==> config.mk <==
export PLATFORM = sky130hd
export DESIGN_NAME = tlb_xlate
export DESIGN_NICKNAME = d
export VERILOG_FILES = /design/src/rtl/tlb_pkg.sv /design/src/rtl/tlb_victim_lfsr.sv /design/src/rtl/tlb_cam_match.sv /design/src/rtl/tlb_entry_store.sv /design/src/rtl/tlb_xlate.sv
export SDC_FILE = /design/constraint.sdc
export NUM_CORES = 1
export LEC_CHECK = 0
export ABC_AREA = 0
export BUFFER_PORTS_ARGS = -buffer_cell sky130_fd_sc_hd__buf_2
export CORE_AREA = 2 2 286 288
export DETAILED_ROUTE_END_ITERATION = 8
export DIE_AREA = 0 0 288 290
export PLACE_DENSITY_LB_ADDON = 0.25
export SYNTH_ARGS = -nofsm -noshare
export SYNTH_HDL_FRONTEND = slang
export SYNTH_SLANG_ARGS = --single-unit
==> constraint.sdc <==
create_clock -name clk -period 6.94 [get_ports clk]
set_input_delay 0.694 -clock clk [delete_from_list [all_inputs] [get_ports clk]]
set_output_delay 0.694 -clock clk [all_outputs]
set_load 0.03 [all_outputs]
==> src/rtl/tlb_pkg.sv <==
// Shared definitions for the translation buffer.
// Assumes a 2-bit fault cause field, decoded by the trap handler.
package tlb_pkg;
    typedef enum logic [1:0] {
        CAUSE_MISS    = 2'd0,
        CAUSE_INVALID = 2'd1,
        CAUSE_PROT    = 2'd2
    } flt_cause_e;
endpackage

==> src/rtl/tlb_victim_lfsr.sv <==
// Free-running 16-bit maximal-length LFSR that is folded down to a slot index.
// Assumes ENTRIES >= 2. When ENTRIES is not a power of two, the folded value
// is brought back into range by one conditional subtraction.
module tlb_victim_lfsr #(
    parameter int ENTRIES = 8,
    localparam int IDX_W  = $clog2(ENTRIES)
) (
    input  logic             clk,
    input  logic             rst_n,
    output logic [IDX_W-1:0] victim_idx
);
    localparam int LFSR_W = 16;
    localparam logic [LFSR_W-1:0] SEED = 16'hACE1;

    logic [LFSR_W-1:0] lfsr_q;
    logic [IDX_W-1:0]  fold;

    // Step the shift register every cycle (taps 16,14,13,11).
    always_ff @(posedge clk) begin
        if (!rst_n) lfsr_q <= SEED;
        else        lfsr_q <= {lfsr_q[LFSR_W-2:0],
                               lfsr_q[15] ^ lfsr_q[13] ^ lfsr_q[12] ^ lfsr_q[10]};
    end

    // XOR-fold all state bits into an index-wide value.
    always_comb begin
        fold = '0;
        for (int j = 0; j < LFSR_W; j++) fold[j % IDX_W] ^= lfsr_q[j];
    end

    generate
        if (ENTRIES == (1 << IDX_W)) begin : g_pow2
            assign victim_idx = fold;
        end else begin : g_wrap
            assign victim_idx = (fold >= IDX_W'(ENTRIES)) ? fold - IDX_W'(ENTRIES) : fold;
        end
    endgenerate
endmodule

==> src/rtl/tlb_cam_match.sv <==
// Parallel tag compare across all slots with a lowest-index priority pick.
// Valid bits are not considered here, so a not-valid slot can still win.
module tlb_cam_match #(
    parameter int ENTRIES = 8,
    parameter int TAG_W   = 20,
    localparam int IDX_W  = $clog2(ENTRIES)
) (
    input  logic [ENTRIES-1:0][TAG_W-1:0] tags,
    input  logic [TAG_W-1:0]              look_tag,
    output logic                          any_match,
    output logic [IDX_W-1:0]              match_idx
);
    logic [ENTRIES-1:0] eq;

    generate
        for (genvar i = 0; i < ENTRIES; i++) begin : g_cmp
            assign eq[i] = (tags[i] == look_tag);
        end
    endgenerate

    // Scan from the top down so that the lowest matching index is kept.
    always_comb begin
        match_idx = '0;
        for (int i = ENTRIES - 1; i >= 0; i--) begin
            if (eq[i]) match_idx = IDX_W'(i);
        end
    end

    assign any_match = |eq;
endmodule

==> src/rtl/tlb_entry_store.sv <==
// Register storage for every slot: tag, frame, permission bits and the
// referenced/modified status. Precedence per slot: global invalidate clears
// valid; otherwise a load replaces the slot; otherwise a single invalidate
// and a lookup status update may both apply.
module tlb_entry_store #(
    parameter int ENTRIES = 8,
    parameter int TAG_W   = 20,
    parameter int PFN_W   = 20,
    localparam int IDX_W  = $clog2(ENTRIES)
) (
    input  logic                          clk,
    input  logic                          rst_n,
    input  logic                          wr_en,
    input  logic [IDX_W-1:0]              wr_idx,
    input  logic [TAG_W-1:0]              wr_tag,
    input  logic [PFN_W-1:0]              wr_pfn,
    input  logic                          wr_valid,
    input  logic                          wr_writable,
    input  logic                          wr_user,
    input  logic                          inv_en,
    input  logic [IDX_W-1:0]              inv_idx,
    input  logic                          inv_all,
    input  logic                          upd_en,
    input  logic [IDX_W-1:0]              upd_idx,
    input  logic                          upd_dirty,
    output logic [ENTRIES-1:0][TAG_W-1:0] tag_a,
    output logic [ENTRIES-1:0][PFN_W-1:0] pfn_a,
    output logic [ENTRIES-1:0]            valid_a,
    output logic [ENTRIES-1:0]            wr_a,
    output logic [ENTRIES-1:0]            usr_a,
    output logic [ENTRIES-1:0]            use_a,
    output logic [ENTRIES-1:0]            dirty_a
);
    generate
        for (genvar i = 0; i < ENTRIES; i++) begin : g_slot
            logic sel_wr, sel_inv, sel_upd;
            assign sel_wr  = wr_en  && (wr_idx  == IDX_W'(i));
            assign sel_inv = inv_en && (inv_idx == IDX_W'(i));
            assign sel_upd = upd_en && (upd_idx == IDX_W'(i));

            // Hold and update one slot.
            always_ff @(posedge clk) begin
                if (!rst_n) begin
                    tag_a[i]   <= '0;
                    pfn_a[i]   <= '0;
                    valid_a[i] <= 1'b0;
                    wr_a[i]    <= 1'b0;
                    usr_a[i]   <= 1'b0;
                    use_a[i]   <= 1'b0;
                    dirty_a[i] <= 1'b0;
                end else if (sel_wr) begin
                    tag_a[i]   <= wr_tag;
                    pfn_a[i]   <= wr_pfn;
                    valid_a[i] <= wr_valid && !inv_all;
                    wr_a[i]    <= wr_writable;
                    usr_a[i]   <= wr_user;
                    use_a[i]   <= 1'b0;
                    dirty_a[i] <= 1'b0;
                end else begin
                    if (inv_all || sel_inv) valid_a[i] <= 1'b0;
                    if (sel_upd) begin
                        use_a[i] <= 1'b1;
                        if (upd_dirty) dirty_a[i] <= 1'b1;
                    end
                end
            end
        end
    endgenerate
endmodule

==> src/rtl/tlb_xlate.sv <==
// Top of the software-refilled translation buffer. A lookup is resolved
// combinationally against the current slots and registered, so hit or fault
// appears one cycle after the request. Any failure becomes a fault for
// software; no walker exists. Assumes at most one lookup per cycle.
module tlb_xlate #(
    parameter int VA_W    = 32,
    parameter int OFF_W   = 12,
    parameter int PFN_W   = 20,
    parameter int ENTRIES = 8,
    localparam int TAG_W  = VA_W - OFF_W,
    localparam int PA_W   = PFN_W + OFF_W,
    localparam int IDX_W  = $clog2(ENTRIES)
) (
    input  logic             clk,
    input  logic             rst_n,
    input  logic             lk_req,
    input  logic [VA_W-1:0]  lk_vaddr,
    input  logic             lk_write,
    input  logic             lk_user,
    output logic             lk_hit,
    output logic [PA_W-1:0]  lk_paddr,
    output logic             flt_valid,
    output logic [VA_W-1:0]  flt_vaddr,
    output logic [1:0]       flt_cause,
    input  logic             sw_load,
    input  logic             sw_rand,
    input  logic [IDX_W-1:0] sw_idx,
    input  logic [TAG_W-1:0] sw_tag,
    input  logic [PFN_W-1:0] sw_pfn,
    input  logic             sw_valid,
    input  logic             sw_writable,
    input  logic             sw_user,
    input  logic             sw_inval,
    input  logic             sw_inval_all,
    output logic [IDX_W-1:0] victim_idx,
    input  logic [IDX_W-1:0] rd_idx,
    output logic [TAG_W-1:0] rd_tag,
    output logic [PFN_W-1:0] rd_pfn,
    output logic             rd_valid,
    output logic             rd_writable,
    output logic             rd_user,
    output logic             rd_use,
    output logic             rd_dirty
);
    import tlb_pkg::*;

    logic [ENTRIES-1:0][TAG_W-1:0] tag_a;
    logic [ENTRIES-1:0][PFN_W-1:0] pfn_a;
    logic [ENTRIES-1:0]            valid_a, wr_a, usr_a, use_a, dirty_a;
    logic                          any_match;
    logic [IDX_W-1:0]              m_idx, load_idx;
    logic                          prot_bad, xl_ok, xl_fault;
    flt_cause_e                    cause_d;

    tlb_victim_lfsr #(.ENTRIES(ENTRIES)) u_victim (
        .clk(clk), .rst_n(rst_n), .victim_idx(victim_idx)
    );

    tlb_cam_match #(.ENTRIES(ENTRIES), .TAG_W(TAG_W)) u_match (
        .tags(tag_a), .look_tag(lk_vaddr[VA_W-1:OFF_W]),
        .any_match(any_match), .match_idx(m_idx)
    );

    assign load_idx = sw_rand ? victim_idx : sw_idx;

    tlb_entry_store #(.ENTRIES(ENTRIES), .TAG_W(TAG_W), .PFN_W(PFN_W)) u_store (
        .clk(clk), .rst_n(rst_n),
        .wr_en(sw_load), .wr_idx(load_idx), .wr_tag(sw_tag), .wr_pfn(sw_pfn),
        .wr_valid(sw_valid), .wr_writable(sw_writable), .wr_user(sw_user),
        .inv_en(sw_inval), .inv_idx(sw_idx), .inv_all(sw_inval_all),
        .upd_en(xl_ok), .upd_idx(m_idx), .upd_dirty(lk_write),
        .tag_a(tag_a), .pfn_a(pfn_a), .valid_a(valid_a), .wr_a(wr_a),
        .usr_a(usr_a), .use_a(use_a), .dirty_a(dirty_a)
    );

    // Classify the lookup: permission, success and fault cause.
    always_comb begin
        prot_bad = (lk_write && !wr_a[m_idx]) || (lk_user && !usr_a[m_idx]);
        if (!any_match)          cause_d = CAUSE_MISS;
        else if (!valid_a[m_idx]) cause_d = CAUSE_INVALID;
        else                     cause_d = CAUSE_PROT;
        xl_ok    = lk_req && any_match && valid_a[m_idx] && !prot_bad;
        xl_fault = lk_req && !xl_ok;
    end

    // Register the lookup result and the fault pulse.
    always_ff @(posedge clk) begin
        if (!rst_n) begin
            lk_hit    <= 1'b0;
            lk_paddr  <= '0;
            flt_valid <= 1'b0;
            flt_vaddr <= '0;
            flt_cause <= 2'd0;
        end else begin
            lk_hit    <= xl_ok;
            lk_paddr  <= xl_ok ? {pfn_a[m_idx], lk_vaddr[OFF_W-1:0]} : '0;
            flt_valid <= xl_fault;
            flt_vaddr <= xl_fault ? lk_vaddr : '0;
            flt_cause <= xl_fault ? cause_d : 2'd0;
        end
    end

    // Readback of one slot for software.
    always_comb begin
        rd_tag      = tag_a[rd_idx];
        rd_pfn      = pfn_a[rd_idx];
        rd_valid    = valid_a[rd_idx];
        rd_writable = wr_a[rd_idx];
        rd_user     = usr_a[rd_idx];
        rd_use      = use_a[rd_idx];
        rd_dirty    = dirty_a[rd_idx];
    end
endmodule

* Word-level counts from Yosys, hierarchy flattened *
Cells that the tools add are included.

cells by class
  muxes and demuxes = 48
  bitwise operators = 17
  magnitude comparators = 2
  reductions and logical operators = 76
  equality and inequality tests = 29

operators with widths
  cell                number
  $bmux 20 s3         3
  $eq 20x20->1        8
  $mux 20             3
  $eq 3x3->1 const B  12
  $logic_and 1x1->1   31
  $mux 3              9
  $bmux 1 s3          8
  $mux 1              24
  $reduce_and 2->1    10
  $eq 3x2->1 const B  6
  $reduce_bool 2->1   8
  $reduce_or 2->1     8
  $xor 1x1->1         16
  $eq 3x1->1 const B  3
  $logic_not 3->1     3
  $logic_or 1x1->1    9
  $lt 3x4->1 const B  2
  $reduce_or 8->1     1
  $logic_not 1->1     5
  $reduce_and 3->1    1
  $mux 2              1
  $not 1->1           1

storage, ports and cells
  word-level logic and storage cells = 234
  input port bits = 90
  register bits after elaboration = 444
  output and inout port bits = 116

* Logic depth before layout (Yosys ltp) *
Gate-level depths: netlist of the first run.

  word-level depth = 19
  depth in mapped cells = 15
  gate-level depth less buffers = 11

* Modules after synthesis *
Synthesis of the first run repeated with hierarchy kept, for this count alone.

second synthesis, totals
  cell total of the unflattened synthesis = 2374
  area, all modules = 22861.9 sq um

modules (own cells, without submodules)
  module           area each (sq um)  cells an instance  times used  seq. area each (sq um)
  tlb_entry_store  13910.8            1616               1           7206.9
  tlb_xlate        6383.6             460                1           1361.3
  tlb_cam_match    2011.9             250                1           0.0
  tlb_victim_lfsr  555.5              48                 1           320.3

* Worst setup path after synthesis of the first run *
Ideal clock, no wire load.

  path kind = input to register
  from = input lk_vaddr[20]
  to = register flt_vaddr[24]
  cell stages on the path = 14
  library setup time = 59 ps
  data arrival time = 3421 ps
  data required time = 6881 ps
  slack = 3460 ps
  buffers on the path = 3
  cell sequence = buf_2 xnor2_1 nand4_1 nor3_1 nand3_2 and3_1 a211o_1 and3_1 or4_4 and3_4 buf_6 a21oi_4 buf_6 and2_1

between the ends
  word-level cells in the longest chain between the ends = 19
  elaborated cells on any way between the ends = 35
  classes of those cells = eq/ne (8); mux (14); reduce/logical (13)

ends and longest elaborated chain
  what                                   RTL line             RTL
  from (decl)                            tlb_xlate.sv:17      input logic [VA_W-1:0] lk_vaddr,
  $eq 20x20->1                           tlb_cam_match.sv:17  assign eq[i] = (tags[i] == look_tag);
  $mux 3 (8 in series)                   tlb_cam_match.sv:25  if (eq[i]) match_idx = IDX_W'(i);
  $bmux 1 s3                             tlb_xlate.sv:78      prot_bad = (lk_write && !wr_a[m_idx]) || (lk_user && !usr_a[m_idx]);
  $mux 1 (not written as such)           tlb_xlate.sv:78
  $logic_not 1->1                        tlb_xlate.sv:78
  $logic_and 1x1->1                      tlb_xlate.sv:78
  $logic_or 1x1->1                       tlb_xlate.sv:78
  $logic_not 1->1                        tlb_xlate.sv:82      xl_ok = lk_req && any_match && valid_a[m_idx] && !prot_bad;
  $logic_and 1x1->1 (*)                  tlb_xlate.sv:82
  $logic_not 1->1 (*)                    tlb_xlate.sv:83      xl_fault = lk_req && !xl_ok;
  $logic_and 1x1->1 (*)                  tlb_xlate.sv:83
  $reduce_and 2->1 (no source line) (*)  n/a
  to (signal assigned)                   tlb_xlate.sv:98      flt_vaddr <= xl_fault ? lk_vaddr : '0;
  to (decl)                              tlb_xlate.sv:23      output logic [VA_W-1:0] flt_vaddr,

Every way passes the cells marked *; elsewhere a longest branch is shown, timed or not. The select of a mux whose other input is x is not followed.
A chain may end at the register's enable or synchronous reset.

* Final worst setup path of the first run *
  from = register u_store.tag_a[125] in the netlist's numbering
  to = register flt_vaddr[18]

between the ends
  word-level cells in the longest chain between the ends = 18
  elaborated cells on any way between the ends = 27
  classes of those cells = eq/ne (1); mux (13); reduce/logical (13)

ends and longest elaborated chain
  what                                   RTL line               RTL
  from (decl)                            tlb_entry_store.sv:26  output logic [ENTRIES-1:0][TAG_W-1:0] tag_a,
  from (signal, indexed assignment)      tlb_entry_store.sv:52  tag_a[i] <= wr_tag;
  $eq 20x20->1 (*)                       tlb_cam_match.sv:17
  $mux 3 (7 in series)                   tlb_cam_match.sv:25
  $bmux 1 s3                             tlb_xlate.sv:78
  $mux 1 (not written as such)           tlb_xlate.sv:78
  $logic_not 1->1                        tlb_xlate.sv:78
  $logic_and 1x1->1                      tlb_xlate.sv:78
  $logic_or 1x1->1                       tlb_xlate.sv:78
  $logic_not 1->1                        tlb_xlate.sv:82
  $logic_and 1x1->1 (*)                  tlb_xlate.sv:82
  $logic_not 1->1 (*)                    tlb_xlate.sv:83
  $logic_and 1x1->1 (*)                  tlb_xlate.sv:83
  $reduce_and 2->1 (no source line) (*)  n/a

Marks and branches as above.

==> results.json, run 1 <==
{
  "status": "finished clean",
  "startpoint_type": "register",
  "overflow": 0,
  "synth_enable_flop_cells": 0,
  "first_pass_iters": 5,
  "syn_nets": 2707,
  "grt_max_degree": 208,
  "fin_nets": 2751,
  "ctsHtreeMaxLevel": 2,
  "hold_class": "input pin to register",
  "clkTransAtPathRegs_ns": 0.07,
  "cts_setup_buffers": 0,
  "drc": 0,
  "worst_skew_pair.late_latency_ns": 0.62,
  "antenna_found_initial": 14,
  "drive_gt1_share_pct": 17.8,
  "ys_types": 57,
  "cts.sinks": 444,
  "ys_dominant_reg_cell": "dfxtp_1",
  "dpl_cell_area_sq_um": 23900,
  "clock_skew_ns": 0.0398,
  "num_io_pins": 206,
  "grt_pass1_vias": 18179,
  "crit_type": "register to register",
  "core_area_sq_um": 80200,
  "syn-mean-instance-area_sq_um": 8.52,
  "fin_cells": 3763,
  "rows": 104,
  "r2r-end": "flt_vaddr[18]$_SDFF_PN0_",
  "rsz0062_at_grt": "no",
  "max_freq_mhz": 222,
  "ys_async_sr_fraction_pct": 0,
  "drt-initial-drc-count": 1730,
  "p_leak_nw": 8.88,
  "io_buffer_count": 205,
  "p_per_area_nw_per_um2": 248,
  "post_cts_resized": 0,
  "hold_depth": 2,
  "floorplan.initialDensity_pct": 27.8,
  "tightest_slew_ns": 1.06,
  "wl_per_cell_um": 22.4,
  "synth_cells": 2617,
  "fin_area_sq_um": 25600,
  "yosysSeqAreaShare_pct": 39.8,
  "netlist_area_sq_um": 22300,
  "hpwl_um": 50400,
  "grt_pass1_wl_um": 124000,
  "rr_worst_depth": 11,
  "slew_headroom_pct": 28.9,
  "cts_made_buffers": 51,
  "die_y_um": 290,
  "hold-path-endpoint": "flt_vaddr[4]$_SDFF_PN0_",
  "syn_to_final_growth_pct": 14.7,
  "min_period_ns": 4.51,
  "worst_ep_required_time_ns": 7.47,
  "ys_warn_count": 0,
  "ys_ff_latch": 444,
  "period_share_pct": 64.9,
  "die-area_sq_um": 83500,
  "drtAntennaViolNets": 0,
  "hold_viol": 0,
  "grt_util_all_layers_pct": 19.7,
  "slew_viol_final": 0,
  "final_common_cell": "nand2_1",
  "hold_buffers": 0,
  "vias": 18906,
  "tns_ns": 0,
  "r2r_slack_ns": 2.44,
  "gp_congestion": 0.925,
  "final_cell_mix": "nand2_1, dfxtp_1, a21boi_0",
  "dp.cells": 3668,
  "irDropWorstVdd_uv": 176,
  "die_w_um": 288,
  "setup_viol": 0,
  "wirelength_um": 84300,
  "cp_max_fo": 45,
  "cts_root_buffer": "clkbuf_16",
  "final_core_util_pct": 31.9,
  "rr_startpoint": "u_store.tag_a[125]$_SDFFE_PN0P_",
  "hold_start": "lk_vaddr[4]",
  "worstPathArrival_ns": 5.03,
  "drv_cap": 0,
  "via_per_inst": 5.02,
  "ctsLongestPathBuffers": 3,
  "crit_path_end_kind": "register",
  "cts_tree": "yes"
}
==> logic make-up (layout without fill, tap and decap cells) <==
family,count (synthesis),count (layout),synth area share [%]
buffers and inverters,263,346,5.18
muxes,141,141,11.6
and+or+nand+nor,1147,1147,21.6
AOI/OAI and AO/OA,448,448,14.9
xor gates and xnor gates,174,174,6.83
other,0,3,0
DFF,444,444,39.8
==> per-layer routing <==
metal	track usage, %	share of wire, %	vias up
met3	3.91	7.6	138
met1	28.1	45	9171
met4	6.03	2.7	14
met5	0	0.097	-
li1	-	-	8862
met2	29.9	44	721
==> how the worst max path moves through the flow <==
stage	from	endpoint	slack (ns)	cells past startpoint
2_1_floorplan	lk_vaddr[20]	flt_vaddr[24]$_SDFF_PN0_	3.46	14
3_3_place_gp	lk_vaddr[30]	flt_vaddr[14]$_SDFF_PN0_	1.95	13
3_5_place_dp	lk_vaddr[17]	flt_vaddr[10]$_SDFF_PN0_	1.90	12
4_1_cts	u_store.tag_a[125]$_SDFFE_PN0P_	flt_vaddr[19]$_SDFF_PN0_	2.44	11
5_1_grt	u_store.tag_a[125]$_SDFFE_PN0P_	flt_vaddr[21]$_SDFF_PN0_	2.20	11
6_report	u_store.tag_a[125]$_SDFFE_PN0P_	flt_vaddr[18]$_SDFF_PN0_	2.44	11
==> state kept, by name, indices dropped and copies added, names as in the netlist, 2 cells and up <==
register         cells
u_victim.lfsr_q     16
u_store.use_a        8
lk_paddr            32
u_store.pfn_a      160
u_store.dirty_a      8
flt_cause            2
flt_vaddr           32
u_store.tag_a      160
u_store.usr_a        8
u_store.valid_a      8
u_store.wr_a         8
==> worst max-delay path: stages, from the launching register on <==
cell,delay [ns]
dfxtp_1,0.35
xor2_1,0.18
nor4_1,0.61
and3_1,0.31
o211a_1,0.45
o21ai_4,0.10
buf_4,0.33
and3_1,0.29
or4_4,0.49
and3_4,0.23
a21oi_4,0.83
and2_1,0.22
==> synth_stat cells (all sizes together), types with 3 or more instances <==
library cell	count	area [sq um]
nor4	15	121
a21boi	338	2540
clkbuf	201	808
nand4	30	188
nor3	15	86.3
inv	24	90.1
dfxtp	444	8890
nor2	62	235
xor2	48	420
a41oi	3	26.3
mux2	47	529
xnor2	126	1100
o21ai	7	35.0
nand2b	14	87.6
nand2	876	3290
o311ai	9	78.8
o31ai	3	22.5
buf	38	258
o211ai	5	37.5
o211a	3	30.0
a311oi	22	193
mux4	90	2030
nand3	52	270
a31oi	23	144
and3	28	180
and2	46	288
mux2i	4	40.0
a21oi	25	136
==> report_power, final <==
part / switching (W) / internal (W)
Sequential: 0.000105 / 0.00266
Combinational: 0.000585 / 0.000296
Clock: 0.00117 / 0.00153
==> final cells by class <==
| type | count | area (sq um) |
|---|---|---|
| antenna | 3 | 7.51 |
| clock buffer | 78 | 1500 |
| clock inverter | 14 | 148 |
| fill | 8476 | 54600 |
| inverter | 24 | 90.1 |
| multi-input combinational | 1910 | 12400 |
| sequential | 444 | 8890 |
| tap | 1060 | 1330 |
| timing repair buffer | 230 | 1250 |
==> per-stage QoR <==
step / hold WS [ns] / setup WS (ns) / power (W)
2_1_floorplan: 0.420 / 3.46 / 0.00336
3_3_place_gp: 0.437 / 1.95 / 0.00369
3_5_place_dp: 0.436 / 1.90 / 0.00370
4_1_cts: 0.268 / 2.44 / 0.00640
5_1_grt: 0.294 / 2.20 / 0.00658
6_report: 0.305 / 2.44 / 0.00635
Power figures use the tool's default switching activity.
==> inputs of run 2 (changes only) <==
- clock period: 6.94 -> 3.7 ns (I/O delays scaled with it)
==> results.json, run 2 (synthesis results as in run 1) <==
{
  "ctsLongestPathBuffers": 3,
  "grt_max_degree": 137,
  "use_met1_pct": 29.4,
  "irDropWorstVdd_uv": 406,
  "worst_skew_pair.late_latency_ns": 0.63,
  "slew_viol_final": 0,
  "top_usage_layer": "met2",
  "cts_root_buffer": "clkbuf_16",
  "vias": 19386,
  "max_freq_mhz": 277,
  "p_per_area_nw_per_um2": 464,
  "p_sw_share_pct": 28.3,
  "crit_path_end_kind": "register",
  "final_common_cell": "nand2_1",
  "min_period_ns": 3.60,
  "status": "finished clean",
  "drt-initial-drc-count": 1691,
  "slew_headroom_pct": 38.9,
  "antenna_found_initial": 12,
  "grt_pass1_vias": 18471,
  "via_per_inst": 4.95,
  "power.share.combinational_pct": 14.3,
  "clock_skew_ns": 0.0354,
  "use_met2_pct": 31.0,
  "ctsHtreeMaxLevel": 2,
  "period_share_pct": 97.4,
  "cp_max_fo": 10,
  "p_leak_nw": 9.82,
  "wl_per_cell_um": 22.2,
  "startpoint_type": "register",
  "die-area_sq_um": 83500,
  "switchingPower_w": 0.00359,
  "final_core_util_pct": 34.0,
  "gp_congestion": 0.960,
  "hpwl_um": 57800,
  "fin_nets": 2898,
  "grtUsageMet3_pct": 3.07,
  "cpPeakStageDelay_ns": 0.49,
  "grt_pass1_wl_um": 127000,
  "first_pass_iters": 5,
  "cts.sinks": 444,
  "r2r_slack_ns": 0.1,
  "reg_top3": "u_store.pfn_a (160), u_store.tag_a (160)",
  "clkPwrFrac_pct": 44.8,
  "dp.cells": 3799,
  "drc": 0,
  "drv_cap": 0,
  "cts_tree": "yes",
  "clkTransAtPathRegs_ns": 0.06,
  "wirelength_um": 86800,
  "fin_cells": 3916,
  "syn_to_final_growth_pct": 22.3,
  "die_y_um": 290,
  "floorplan.initialDensity_pct": 27.8,
  "worstPathArrival_ns": 4.17,
  "grt_util_all_layers_pct": 20.3,
  "num_io_pins": 206,
  "io_buffer_count": 205,
  "final_cell_mix": "nand2_1, dfxtp_1, a21boi_0",
  "rows": 104,
  "hold_viol": 0,
  "setup_viol": 0,
  "drive_gt1_share_pct": 21.9,
  "cp_slowest_cell": "or4_4",
  "cp_cell_sequence": "xnor2_1, nand4_1, nor3_1, and3_1, o21ai_0, a211o_4, buf_4, and3_1, or4_4, and3_4, a21oi_4, buf_4, clkbuf_16, and2_1",
  "internal-power_w": 0.00907,
  "core_area_sq_um": 80200,
  "cts_made_buffers": 52,
  "n_fill_cell": 8368,
  "die_w_um": 288,
  "crit_type": "register to register",
  "worst_ep_required_time_ns": 4.26,
  "tightest_slew_ns": 0.917,
  "overflow": 0,
  "power_frac_seq_pct": 40.9,
  "drtAntennaViolNets": 0,
  "hold_class": "input pin to register"
}
==> run 2: cell count changes in the layout (fill, tap and decap cells not counted), sizes merged <==
cell         change
diode            +1
dlygate4sd3     +12
bufinv           +7
clkbuf           +1
clkinv           -1
buf            +133
==> run 2: per-stage QoR <==
step                      worst slack [ns]  setup TNS (ns)  hold slack [ns]  total power [W]  instance area (sq um)
after floorplan                      0.544               0            0.420          0.00630                  22300
after global placement             -0.0884           -4.28            0.432          0.00706                  25200
after detailed placement            -0.120           -4.84            0.441          0.00706                  25200
after CTS                           0.0739               0           0.0367           0.0128                  27200
after global routing              -0.00304        -0.00792           0.0655           0.0131                  27300
final                               0.0952               0           0.0665           0.0127                  27300
==> run 2: cell type report <==
class                   instances  area, sq um  share of cell area (%)
diodes                          4         10.0                  0.0367
clock inverters                20          342                    1.25
clock buffers                  78         1530                    5.60
flip-flops and latches        444         8890                    32.6
multi-input cells            1910        12400                    45.4
repair buffers                376         2700                    9.91
well taps                    1060         1330                    4.86
inverters                      24         90.1                   0.330
==> run 2: critical path: cells and delay by family (launching register included) <==
kind | cells | cell delay [ns]
AOI/OAI and AO/OA | 3 | 0.64
xor gates and xnor gates | 1 | 0.29
buffers and inverters | 3 | 0.54
DFF | 1 | 0.36
and+or+nand+nor | 7 | 1.71
==> run 2: final timing paths <==
| kind | startpoint | end | cells after the start |
|---|---|---|---|
| hold / removal | sw_pfn[8] | u_store.pfn_a[128]$_SDFFE_PN0P_ | 3 |
| setup reg to reg | u_store.tag_a[122]$_SDFFE_PN0P_ | flt_vaddr[30]$_SDFF_PN0_ | 14 |
| setup / recovery | u_store.tag_a[122]$_SDFFE_PN0P_ | flt_vaddr[30]$_SDFF_PN0_ | 14 |
| hold reg to reg | u_store.dirty_a[1]$_SDFFE_PP0P_ | u_store.dirty_a[1]$_SDFFE_PP0P_ | 2 |
==> run 2: power by group through the flow <==
stage	clock network [W]	registers, W	logic [W]
finish	0.00567	0.00518	0.00181
global placement	0	0.00528	0.00178
floorplan	0	0.00524	0.00107
global route	0.00599	0.00520	0.00193
detailed placement	0	0.00528	0.00178
CTS	0.00579	0.00517	0.00180
==> run 2: what timing repair did <==
item                                    4_1_cts  5_1_grt
endpoints found under the hold margin        24        0
buffers inserted                              0        2
hold buffers                                 12        0
endpoints found under the setup margin        0       53
resized for setup                             0        4
==> run 2: metal layers <==
layer / routed length (um) / up-vias
met4: 2280 / 12
met3: 5640 / 149
met2: 38500 / 683
li1: - / 9161
met1: 40200 / 9381
met5: 75 / -
